<file path="src/rtl/srs_pkg.sv">
package srs_pkg;
  localparam int ROWS = 7;
  localparam int CNT_W = 3;

  typedef struct packed {
    logic capture;
    logic hold;
  } srsStrobeT;
endpackage

</file>
<file path="src/rtl/srsColCounter.sv">
module srsColCounter (
  input  logic [6:0] colIn,
  output logic [2:0] cntOut
);
  logic sumA, carA;
  logic pB, gB, rB, hB;
  logic cntB0, cntB1, cntB2;
  logic gen0, gen1, prop1, carLow;

  // low group: three bits through a full adder
  always_comb begin
    sumA = colIn[0] ^ colIn[1] ^ colIn[2];
    carA = (colIn[0] & colIn[1]) | (colIn[0] & colIn[2]) | (colIn[1] & colIn[2]);
  end

  // high group: four bits, two half adders then a combine
  always_comb begin
    pB    = colIn[3] ^ colIn[4];
    gB    = colIn[3] & colIn[4];
    rB    = colIn[5] ^ colIn[6];
    hB    = colIn[5] & colIn[6];
    cntB0 = pB ^ rB;
    cntB1 = gB ^ hB ^ (pB & rB);
    cntB2 = gB & hB;
  end

  // merge with one level of lookahead
  always_comb begin
    gen0   = sumA & cntB0;
    gen1   = carA & cntB1;
    prop1  = carA ^ cntB1;
    carLow = gen1 | (prop1 & gen0);
    cntOut = {cntB2 ^ carLow, prop1 ^ gen0, sumA ^ cntB0};
  end
endmodule

</file>
<file path="src/rtl/srsCounterBank.sv">
module srsCounterBank #(
  parameter int OPER_W = 8
) (
  input  logic [OPER_W-1:0] rowsIn [srs_pkg::ROWS],
  output logic [OPER_W+2:0] rowLo,
  output logic [OPER_W+2:0] rowMid,
  output logic [OPER_W+2:0] rowHi
);
  logic [6:0] colBits [OPER_W];
  logic [OPER_W-1:0] w0Bits, w1Bits, w2Bits;

  for (genvar col = 0; col < OPER_W; col++) begin : g_col
    for (genvar r = 0; r < srs_pkg::ROWS; r++) begin : g_row
      assign colBits[col][r] = rowsIn[r][col];
    end
    logic [2:0] cnt;
    srsColCounter cnt_i (.colIn(colBits[col]), .cntOut(cnt));
    assign w0Bits[col] = cnt[0];
    assign w1Bits[col] = cnt[1];
    assign w2Bits[col] = cnt[2];
  end

  assign rowLo  = {3'b000, w0Bits};
  assign rowMid = {2'b00, w1Bits, 1'b0};
  assign rowHi  = {1'b0, w2Bits, 2'b00};
endmodule

</file>
<file path="src/rtl/srsCarryAdder.sv">
module srsCarryAdder #(
  parameter int SUM_W = 11
) (
  input  logic [SUM_W-1:0] inX,
  input  logic [SUM_W-1:0] inY,
  input  logic [SUM_W-1:0] inZ,
  output logic [SUM_W-1:0] sumV
);
  logic [SUM_W-1:0] csSum, csCar;
  logic [SUM_W-1:0] rip;

  // 3:2 layer; the top majority bit is always zero because the total fits
  assign csCar[0] = 1'b0;
  for (genvar b = 0; b < SUM_W; b++) begin : g_csa
    assign csSum[b] = inX[b] ^ inY[b] ^ inZ[b];
    if (b < SUM_W - 1) begin : g_maj
      assign csCar[b+1] = (inX[b] & inY[b]) | (inX[b] & inZ[b]) | (inY[b] & inZ[b]);
    end
  end

  // ripple carry-propagate stage
  assign rip[0] = 1'b0;
  for (genvar b = 0; b < SUM_W; b++) begin : g_rip
    assign sumV[b] = csSum[b] ^ csCar[b] ^ rip[b];
    if (b < SUM_W - 1) begin : g_cy
      assign rip[b+1] = (csSum[b] & csCar[b]) | (rip[b] & (csSum[b] ^ csCar[b]));
    end
  end
endmodule

</file>
<file path="src/rtl/srsDatapath.sv">
module srsDatapath #(
  parameter int OPER_W  = 8,
  parameter bit REG_OUT = 1'b1
) (
  input  logic                 clk,
  input  logic                 rstN,
  input  logic [OPER_W-1:0]    rowsIn [srs_pkg::ROWS],
  input  srs_pkg::srsStrobeT   strobe,
  output logic [OPER_W+2:0]    sumOut
);
  localparam int SUM_W = OPER_W + 3;

  logic [SUM_W-1:0] rowLo, rowMid, rowHi, sumComb;

  srsCounterBank #(.OPER_W(OPER_W)) bank_i (
    .rowsIn(rowsIn), .rowLo(rowLo), .rowMid(rowMid), .rowHi(rowHi)
  );

  srsCarryAdder #(.SUM_W(SUM_W)) cpa_i (
    .inX(rowLo), .inY(rowMid), .inZ(rowHi), .sumV(sumComb)
  );

  if (REG_OUT) begin : g_reg
    logic [SUM_W-1:0] sumQ;
    always_ff @(posedge clk or negedge rstN) begin
      if (!rstN)                          sumQ <= '0;
      else if (strobe.capture && !strobe.hold) sumQ <= sumComb;
    end
    assign sumOut = sumQ;
  end else begin : g_comb
    assign sumOut = (rstN && !strobe.hold) ? sumComb : '0;
  end
endmodule

</file>
<file path="src/rtl/srsControl.sv">
module srsControl (
  input  logic               rstN,
  output srs_pkg::srsStrobeT strobe
);
  always_comb begin
    strobe.capture = rstN;
    strobe.hold    = 1'b0;
  end
endmodule

</file>
<file path="src/rtl/sevenRowSum.sv">
module sevenRowSum #(
  parameter int OPER_W  = 8,
  parameter bit REG_OUT = 1'b1
) (
  input  logic              clk,
  input  logic              rstN,
  input  logic [OPER_W-1:0] opRow0,
  input  logic [OPER_W-1:0] opRow1,
  input  logic [OPER_W-1:0] opRow2,
  input  logic [OPER_W-1:0] opRow3,
  input  logic [OPER_W-1:0] opRow4,
  input  logic [OPER_W-1:0] opRow5,
  input  logic [OPER_W-1:0] opRow6,
  output logic [OPER_W+2:0] sumOut
);
  logic [OPER_W-1:0] rowsIn [srs_pkg::ROWS];
  srs_pkg::srsStrobeT strobe;

  assign rowsIn[0] = opRow0;
  assign rowsIn[1] = opRow1;
  assign rowsIn[2] = opRow2;
  assign rowsIn[3] = opRow3;
  assign rowsIn[4] = opRow4;
  assign rowsIn[5] = opRow5;
  assign rowsIn[6] = opRow6;

  srsControl ctrl_i (.rstN(rstN), .strobe(strobe));

  srsDatapath #(.OPER_W(OPER_W), .REG_OUT(REG_OUT)) dp_i (
    .clk(clk), .rstN(rstN), .rowsIn(rowsIn), .strobe(strobe), .sumOut(sumOut)
  );
endmodule

</file>
<file path="config.mk">
export PLATFORM = sky130hd
export DESIGN_NAME = sevenRowSum
export DESIGN_NICKNAME = d
export VERILOG_FILES = /design/src/rtl/srs_pkg.sv /design/src/rtl/srsColCounter.sv /design/src/rtl/srsCounterBank.sv /design/src/rtl/srsCarryAdder.sv /design/src/rtl/srsDatapath.sv /design/src/rtl/srsControl.sv /design/src/rtl/sevenRowSum.sv
export SDC_FILE = /design/constraint.sdc
export NUM_CORES = 1
export LEC_CHECK = 0
export ABC_AREA = 1
export BUFFER_PORTS_ARGS = -buffer_cell sky130_fd_sc_hd__buf_4
export CAP_MARGIN = 10
export CELL_PAD_IN_SITES_DETAIL_PLACEMENT = 0
export CELL_PAD_IN_SITES_GLOBAL_PLACEMENT = 1
export CORE_UTILIZATION = 40
export CTS_BUF_LIST = sky130_fd_sc_hd__clkbuf_16
export CTS_CLUSTER_SIZE = 28
export DETAILED_ROUTE_END_ITERATION = 8
export GPL_ROUTABILITY_DRIVEN = 0
export PLACE_DENSITY_LB_ADDON = 0.1
export SLEW_MARGIN = 10
export SYNTH_ARGS = -nofsm -noshare
export SYNTH_HDL_FRONTEND = slang
export SYNTH_SLANG_ARGS = --single-unit
</file>
<file path="constraint.sdc">
create_clock -name clk -period 1.6 [get_ports clk]
set_clock_uncertainty 0.1 [all_clocks]
set_input_delay 0.08 -clock clk [delete_from_list [all_inputs] [get_ports clk]]
set_output_delay 0.08 -clock clk [all_outputs]
set_load 0.005 [all_outputs]
</file>
## Word-level counts from Yosys, hierarchy flattened

Index checks and enable logic that the tools add are counted.

- Bitwise logic cells: 275

Operators by type and width:

| cell | count |
|---|---|
| bitwise XOR 1 bit | 117 |
| AND 1 bit | 115 |
| bitwise OR 1 bit | 43 |

- Bits in registers: 11
- Input bits: 58
- Output and inout bits: 11
- Logic and storage cells: 276

## Depth between registers and ports, before layout

- Depth in word-level cells: 25
- Mapped depth: 22
- Depth with buffers taken out: 22

## By module

A second synthesis with hierarchy kept.

- Cells, all modules: 276
- Area total of the unflattened synthesis: 2262.2 um2

Modules (own cells, without submodules):

| module | instances | cells each | area each (um2) | seq. area each (um2) |
|---|---|---|---|---|
| srsColCounter | 8 | 20 | 151.4 | 0.0 |
| srsCarryAdder | 1 | 54 | 516.7 | 0.0 |
| srsDatapath | 1 | 49 | 444.2 | 275.3 |
| srsCounterBank | 1 | 10 | 71.3 | 0.0 |
| srsControl | 1 | 3 | 18.8 | 0.0 |

## Worst setup path before layout

OpenSTA, ideal clock, no wires.

- Kind: input to register
- Start: input opRow0[1]
- End: register dp_i.g_reg.sumQ[9], in the netlist dp_i.sumOut[9]
- Library setup time: 0.116 ns
- Arrival: 4.642 ns
- Required time: 1.384 ns
- Slack: -3.258 ns
- Stages: 20
- Cells stage by stage: inv_1 -> fa_1 -> inv_1 -> ha_1 -> inv_1 -> fa_1 -> inv_1 -> fa_1 -> ha_1 -> inv_1 -> fa_1 -> inv_1 -> fa_1 -> fa_1 -> fa_1 -> fa_1 -> fa_1 -> fa_1 -> nand2_1 -> nand2_1

- Longest elaborated chain between the ends: 22

RTL lines:

| what | RTL line | text |
|---|---|---|
| start: declaration | sevenRowSum.sv:7 | `input logic [OPER_W-1:0] opRow0,` |
| AND 1 bit | srsColCounter.sv:13 | `carA = (colIn[0] & colIn[1]) \| (colIn[0] & colIn[2]) \| (colIn[1] & colIn[2]);` |
| bitwise OR 1 bit (2 in a row) | srsColCounter.sv:13 |  |
| bitwise XOR 1 bit | srsColCounter.sv:31 | `prop1 = carA ^ cntB1;` |
| AND 1 bit / bitwise XOR 1 bit (equally long branches) | srsColCounter.sv:32, srsColCounter.sv:33 |  |
| bitwise OR 1 bit / AND 1 bit (equally long branches) | srsColCounter.sv:32, srsCarryAdder.sv:17 |  |
| bitwise XOR 1 bit / bitwise OR 1 bit (equally long branches) | srsColCounter.sv:33, srsCarryAdder.sv:17 |  |
| bitwise XOR 1 bit (tied with other cells) | srsCarryAdder.sv:15 | `assign csSum[b] = inX[b] ^ inY[b] ^ inZ[b];` |
| bitwise XOR 1 bit / bitwise OR 1 bit (equally long branches) | srsCarryAdder.sv:26, srsCarryAdder.sv:17 |  |
| [... 6 more ...] | -- |  |
| AND 1 bit (*) | srsCarryAdder.sv:26 | `assign rip[b+1] = (csSum[b] & csCar[b]) \| (rip[b] & (csSum[b] ^ csCar[b]));` |
| bitwise OR 1 bit (*) | srsCarryAdder.sv:26 |  |
| AND 1 bit (*) | srsCarryAdder.sv:26 |  |
| bitwise OR 1 bit (*) | srsCarryAdder.sv:26 |  |
| AND 1 bit (*) | srsCarryAdder.sv:26 |  |
| bitwise OR 1 bit (*) | srsCarryAdder.sv:26 |  |
| bitwise XOR 1 bit (*) | srsCarryAdder.sv:24 | `assign sumV[b] = csSum[b] ^ csCar[b] ^ rip[b];` |
| via dp_i.cpa_i.sumV[9] | srsCarryAdder.sv:7 | `output logic [SUM_W-1:0] sumV` |
| end signal: assignment | srsDatapath.sv:27 | `else if (strobe.capture && !strobe.hold) sumQ <= sumComb;` |
| end: declaration | srsDatapath.sv:24 | `logic [SUM_W-1:0] sumQ;` |

Mark *: on every way through the listed nets, which the timed path passes. The rest lies on a longest branch.
A chain may end at the register's enable or synchronous reset.

## Worst setup path after layout

Ends and elaborated chain as after synthesis.

==> insert_results.sql <==
INSERT INTO impl_metrics (metric_group, metric, value, unit) VALUES
('route', 'drc_errors', '2', ''),
('clocking', 'cts.root.buffer_cell', 'sky130_fd_sc_hd__clkbuf_16', ''),
('clocking', 'cts_setup_buffers', '0', ''),
('yosys', 'synth_top_cell_by_area', 'sky130_fd_sc_hd__fa_1', ''),
('pwr', 'pwr-share-clk', '14.8', '%'),
('die', 'rows', '25', ''),
('hold_path', 'min-delay-path-class', 'in2async', ''),
('pwr', 'switching_power', '1.22', 'mW'),
('setup_path', 'startpoint_type', 'input pin', ''),
('pwr', 'vdd_drop_max', '0.588', 'mV'),
('yosys', 'synth_top_flop_cell', 'sky130_fd_sc_hd__dfrtp_1', ''),
('sta', 'timing.final.crit_share', '284', '%'),
('yosys', 'synth-seq-area-share', '14.1', '%'),
('pwr', 'power_density', '1100', 'nW/um2'),
('setup_path', 'crit_path_end_kind', 'flop', ''),
('sta', 'timing_max_transition_violations_final', '0', ''),
('sta', 'final_worst_path_period_need', '4.54', 'ns'),
('sta', 'max-slew-margin-rel', '79.0', '%'),
('cells_and_area', 'flip_flop_count_of_the_largest_register_after_layout', '11', ''),
('clocking', 'clock_latency', '0.23', 'ns'),
('setup_path', 'crit_arrival', '4.57', 'ns'),
('placement', 'placed_cells_incl_taps', '363', ''),
('die', 'dieHeight', '71.9', 'um'),
('yosys', 'synth_enable_flop_cells', '0', ''),
('sta', 'setup_total_negative_slack', '-17.70', 'ns'),
('placement', 'place_worst_setup_slack', '-3.32', 'ns'),
('cells_and_area', 'nets', '432', ''),
('route', 'drt_iter0_markers', '20', ''),
('sta', 'finalSetupViolCount', '10', ''),
('route', 'firstDrtPassIters', '5', ''),
('cells_and_area', 'final-instance-count-excl-fill', '368', ''),
('placement', 'buffer_ports.inserted', '68', ''),
('cells_and_area', 'syn2layout_area_growth', '39.4', '%'),
('yosys', 'post_synth_most_frequent_cells', 'sky130_fd_sc_hd__nand2_1 (81), sky130_fd_sc_hd__inv_1 (64), sky130_fd_sc_hd__ha_1 (43)', ''),
('setup_path', 'timing.critical_path.fanout_max', '1', ''),
('yosys', 'postSynthNetCount', '360', ''),
('setup_path', 'cp.required', '1.62', 'ns'),
('die', 'floorplan.die.width', '71.9', 'um'),
('pwr', 'p_leak', '1.56', 'nW'),
('global_route', 'grt_first_pass_wirelength', '5350', 'um'),
('die', 'initial_utilization', '41.4', '%'),
('sta', 'post-route-worst-setup-slack', '-2.94', 'ns'),
('yosys', 'synth.avg_cell_area', '8.51', 'um2'),
('route', 'dr_total_vias', '1530', ''),
('run_status', 'run_status', 'complete, but fails checks', ''),
('run_status', 'violated_checks', 'DRC, setup timing', ''),
('global_route', 'largest_net_degree_at_the_start_of_global_routing', '24', ''),
('yosys', 'synthArstFlopShare', '100', '%'),
('route', 'drt.antenna.violating_nets', '0', ''),
('yosys', 'yosys-top-cells-area', 'sky130_fd_sc_hd__fa_1 (30%), sky130_fd_sc_hd__ha_1 (27%), sky130_fd_sc_hd__nand2_1 (16%)', ''),
('yosys', 'ys_warn_count', '0', ''),
('pwr', 'switching_power_share_of_the_total', '40.7', '%'),
('route', 'drt_wl_total', '3160', 'um'),
('die', 'design.die.area', '5180', 'um2'),
('global_route', 'first_global_vias', '1388', ''),
('die', 'core-area', '4720', 'um2'),
('yosys', 'netlist_instances', '230', ''),
('cells_and_area', 'n_antenna_cell', '0', ''),
('sta', 'finalHoldViolations', '0', ''),
('global_route', 'grt_antenna_before_repair', '0', ''),
('flow_run', 'max_cap_viol_count', '0', ''),
('global_route', 'grt_overall_usage', '13.0', '%'),
('pwr', 'seq_power_share', '16.8', '%'),
('global_route', 'globalRouteOverflowTotal', '0', ''),
('route', 'drt-wirelength-per-cell', '8.58', 'um'),
('sta', 'worst_pin_slew', '0.314', 'ns'),
('cells_and_area', 'fin_util', '57.7', '%'),
('cells_and_area', 'drive_above_1_share', '31.6', '%'),
('placement', 'detailed_place_hpwl', '2940', 'um'),
('clocking', 'htreeDepth', '1', ''),
('clocking', 'max-clock-path-buffers', '2', '');
[metrics by stage]
stage / total power, mW / instance area [um2] / hold WS, ns
after floorplan: 1.89 / 2010 / -0.316
after global placement: 2.54 / 2580 / -0.136
after detailed placement: 2.59 / 2580 / -0.134
after CTS: 3.14 / 2730 / 0.165
after global routing: 3.49 / 2730 / 0.194
final: 3.00 / 2730 / 0.167
[timing repair]
item | CTS | global route
hold endpoints to repair | 11 | 0
hold buffers | 1 | 0
endpoints found under the setup margin | 10 | 10
resized for setup | 11 | 1
pin swaps | 13 | 6
[worst max-delay path: stages]
cell	delay, ns
sky130_fd_sc_hd__buf_8	0.08
sky130_fd_sc_hd__inv_8	0.02
sky130_fd_sc_hd__fa_1	0.46
sky130_fd_sc_hd__inv_1	0.08
sky130_fd_sc_hd__ha_2	0.17
sky130_fd_sc_hd__inv_2	0.03
sky130_fd_sc_hd__fa_1	0.47
sky130_fd_sc_hd__inv_1	0.05
sky130_fd_sc_hd__fa_1	0.44
sky130_fd_sc_hd__ha_2	0.19
sky130_fd_sc_hd__inv_2	0.05
sky130_fd_sc_hd__fa_2	0.18
sky130_fd_sc_hd__inv_2	0.03
sky130_fd_sc_hd__fa_2	0.33
sky130_fd_sc_hd__fa_2	0.34
sky130_fd_sc_hd__fa_2	0.34
sky130_fd_sc_hd__fa_2	0.35
sky130_fd_sc_hd__fa_2	0.34
sky130_fd_sc_hd__fa_1	0.43
sky130_fd_sc_hd__nand2_1	0.07
sky130_fd_sc_hd__nand2_1	0.05
[worst paths after layout]
| check | depth (start not counted) | to | from | slack (ns) |
|---|---|---|---|---|
| max | 21 | dp_i.sumOut[9] | opRow0[1] | -2.94 |
| min | 2 | dp_i.sumOut[2] | rstN | 0.17 |
| max reg2reg | 2 | dp_i.sumOut[4] | dp_i.sumOut[4] | 0.86 |
| min reg2reg | 2 | dp_i.sumOut[10] | dp_i.sumOut[10] | 0.38 |
| max in group asynchronous | 2 | dp_i.sumOut[9] | rstN | 1.03 |
| min in group clk | 5 | dp_i.sumOut[0] | opRow2[0] | 0.28 |
[layout by cell type (no fill, tap or decap)]
| cell | count |
|---|---|
| sky130_fd_sc_hd__ha_2 | 3 |
| sky130_fd_sc_hd__inv_8 | 1 |
| sky130_fd_sc_hd__inv_2 | 8 |
| sky130_fd_sc_hd__fa_1 | 22 |
| sky130_fd_sc_hd__ha_1 | 35 |
| sky130_fd_sc_hd__ha_4 | 5 |
| sky130_fd_sc_hd__dlygate4sd3_1 | 1 |
| sky130_fd_sc_hd__buf_6 | 1 |
| sky130_fd_sc_hd__clkbuf_16 | 3 |
| sky130_fd_sc_hd__inv_1 | 56 |
| sky130_fd_sc_hd__fa_2 | 7 |
| sky130_fd_sc_hd__dfrtp_1 | 11 |
| sky130_fd_sc_hd__buf_4 | 66 |
| sky130_fd_sc_hd__buf_8 | 1 |
| sky130_fd_sc_hd__nand2_1 | 81 |
[power by group through the flow]
stage	Sequential (mW)	Combinational, mW	Clock [mW]
after floorplan	0.508	1.38	0
after global placement	0.508	2.04	0
after detailed placement	0.510	2.08	0
after CTS	0.506	2.18	0.455
after global routing	0.516	2.50	0.470
final	0.504	2.05	0.445
[cells by family (layout without fill, tap and decap cells)]
group,Yosys count,in the layout,share of synthesized area (%)
buffers and inverters,66,137,13.2
flip-flops,11,11,14.1
AND/OR/NAND/NOR,81,81,15.5
adder cells (fa/ha/maj),72,72,57.2
[cell type report]
| cell class | instances | area, um2 |
|---|---|---|
| Multi-Input combinational cell | 153 | 1510 |
| Timing Repair Buffer | 69 | 532 |
| Tap cell | 67 | 83.8 |
| Inverter | 64 | 248 |
| Fill cell | 450 | 2000 |
| Sequential cell | 11 | 275 |
| Clock buffer | 3 | 75.1 |
| Clock inverter | 1 | 3.75 |
[per-layer routing]
layer | GRT usage [%] | up-vias | wire (um)
met5 | 0 | - | 0
met4 | 4.58 | 0 | 21
met3 | 0.972 | 2 | 127
met2 | 24.7 | 38 | 1600
met1 | 15.4 | 677 | 1410
li1 | - | 813 | -
No activity file was read; power rests on OpenSTA's default activity.
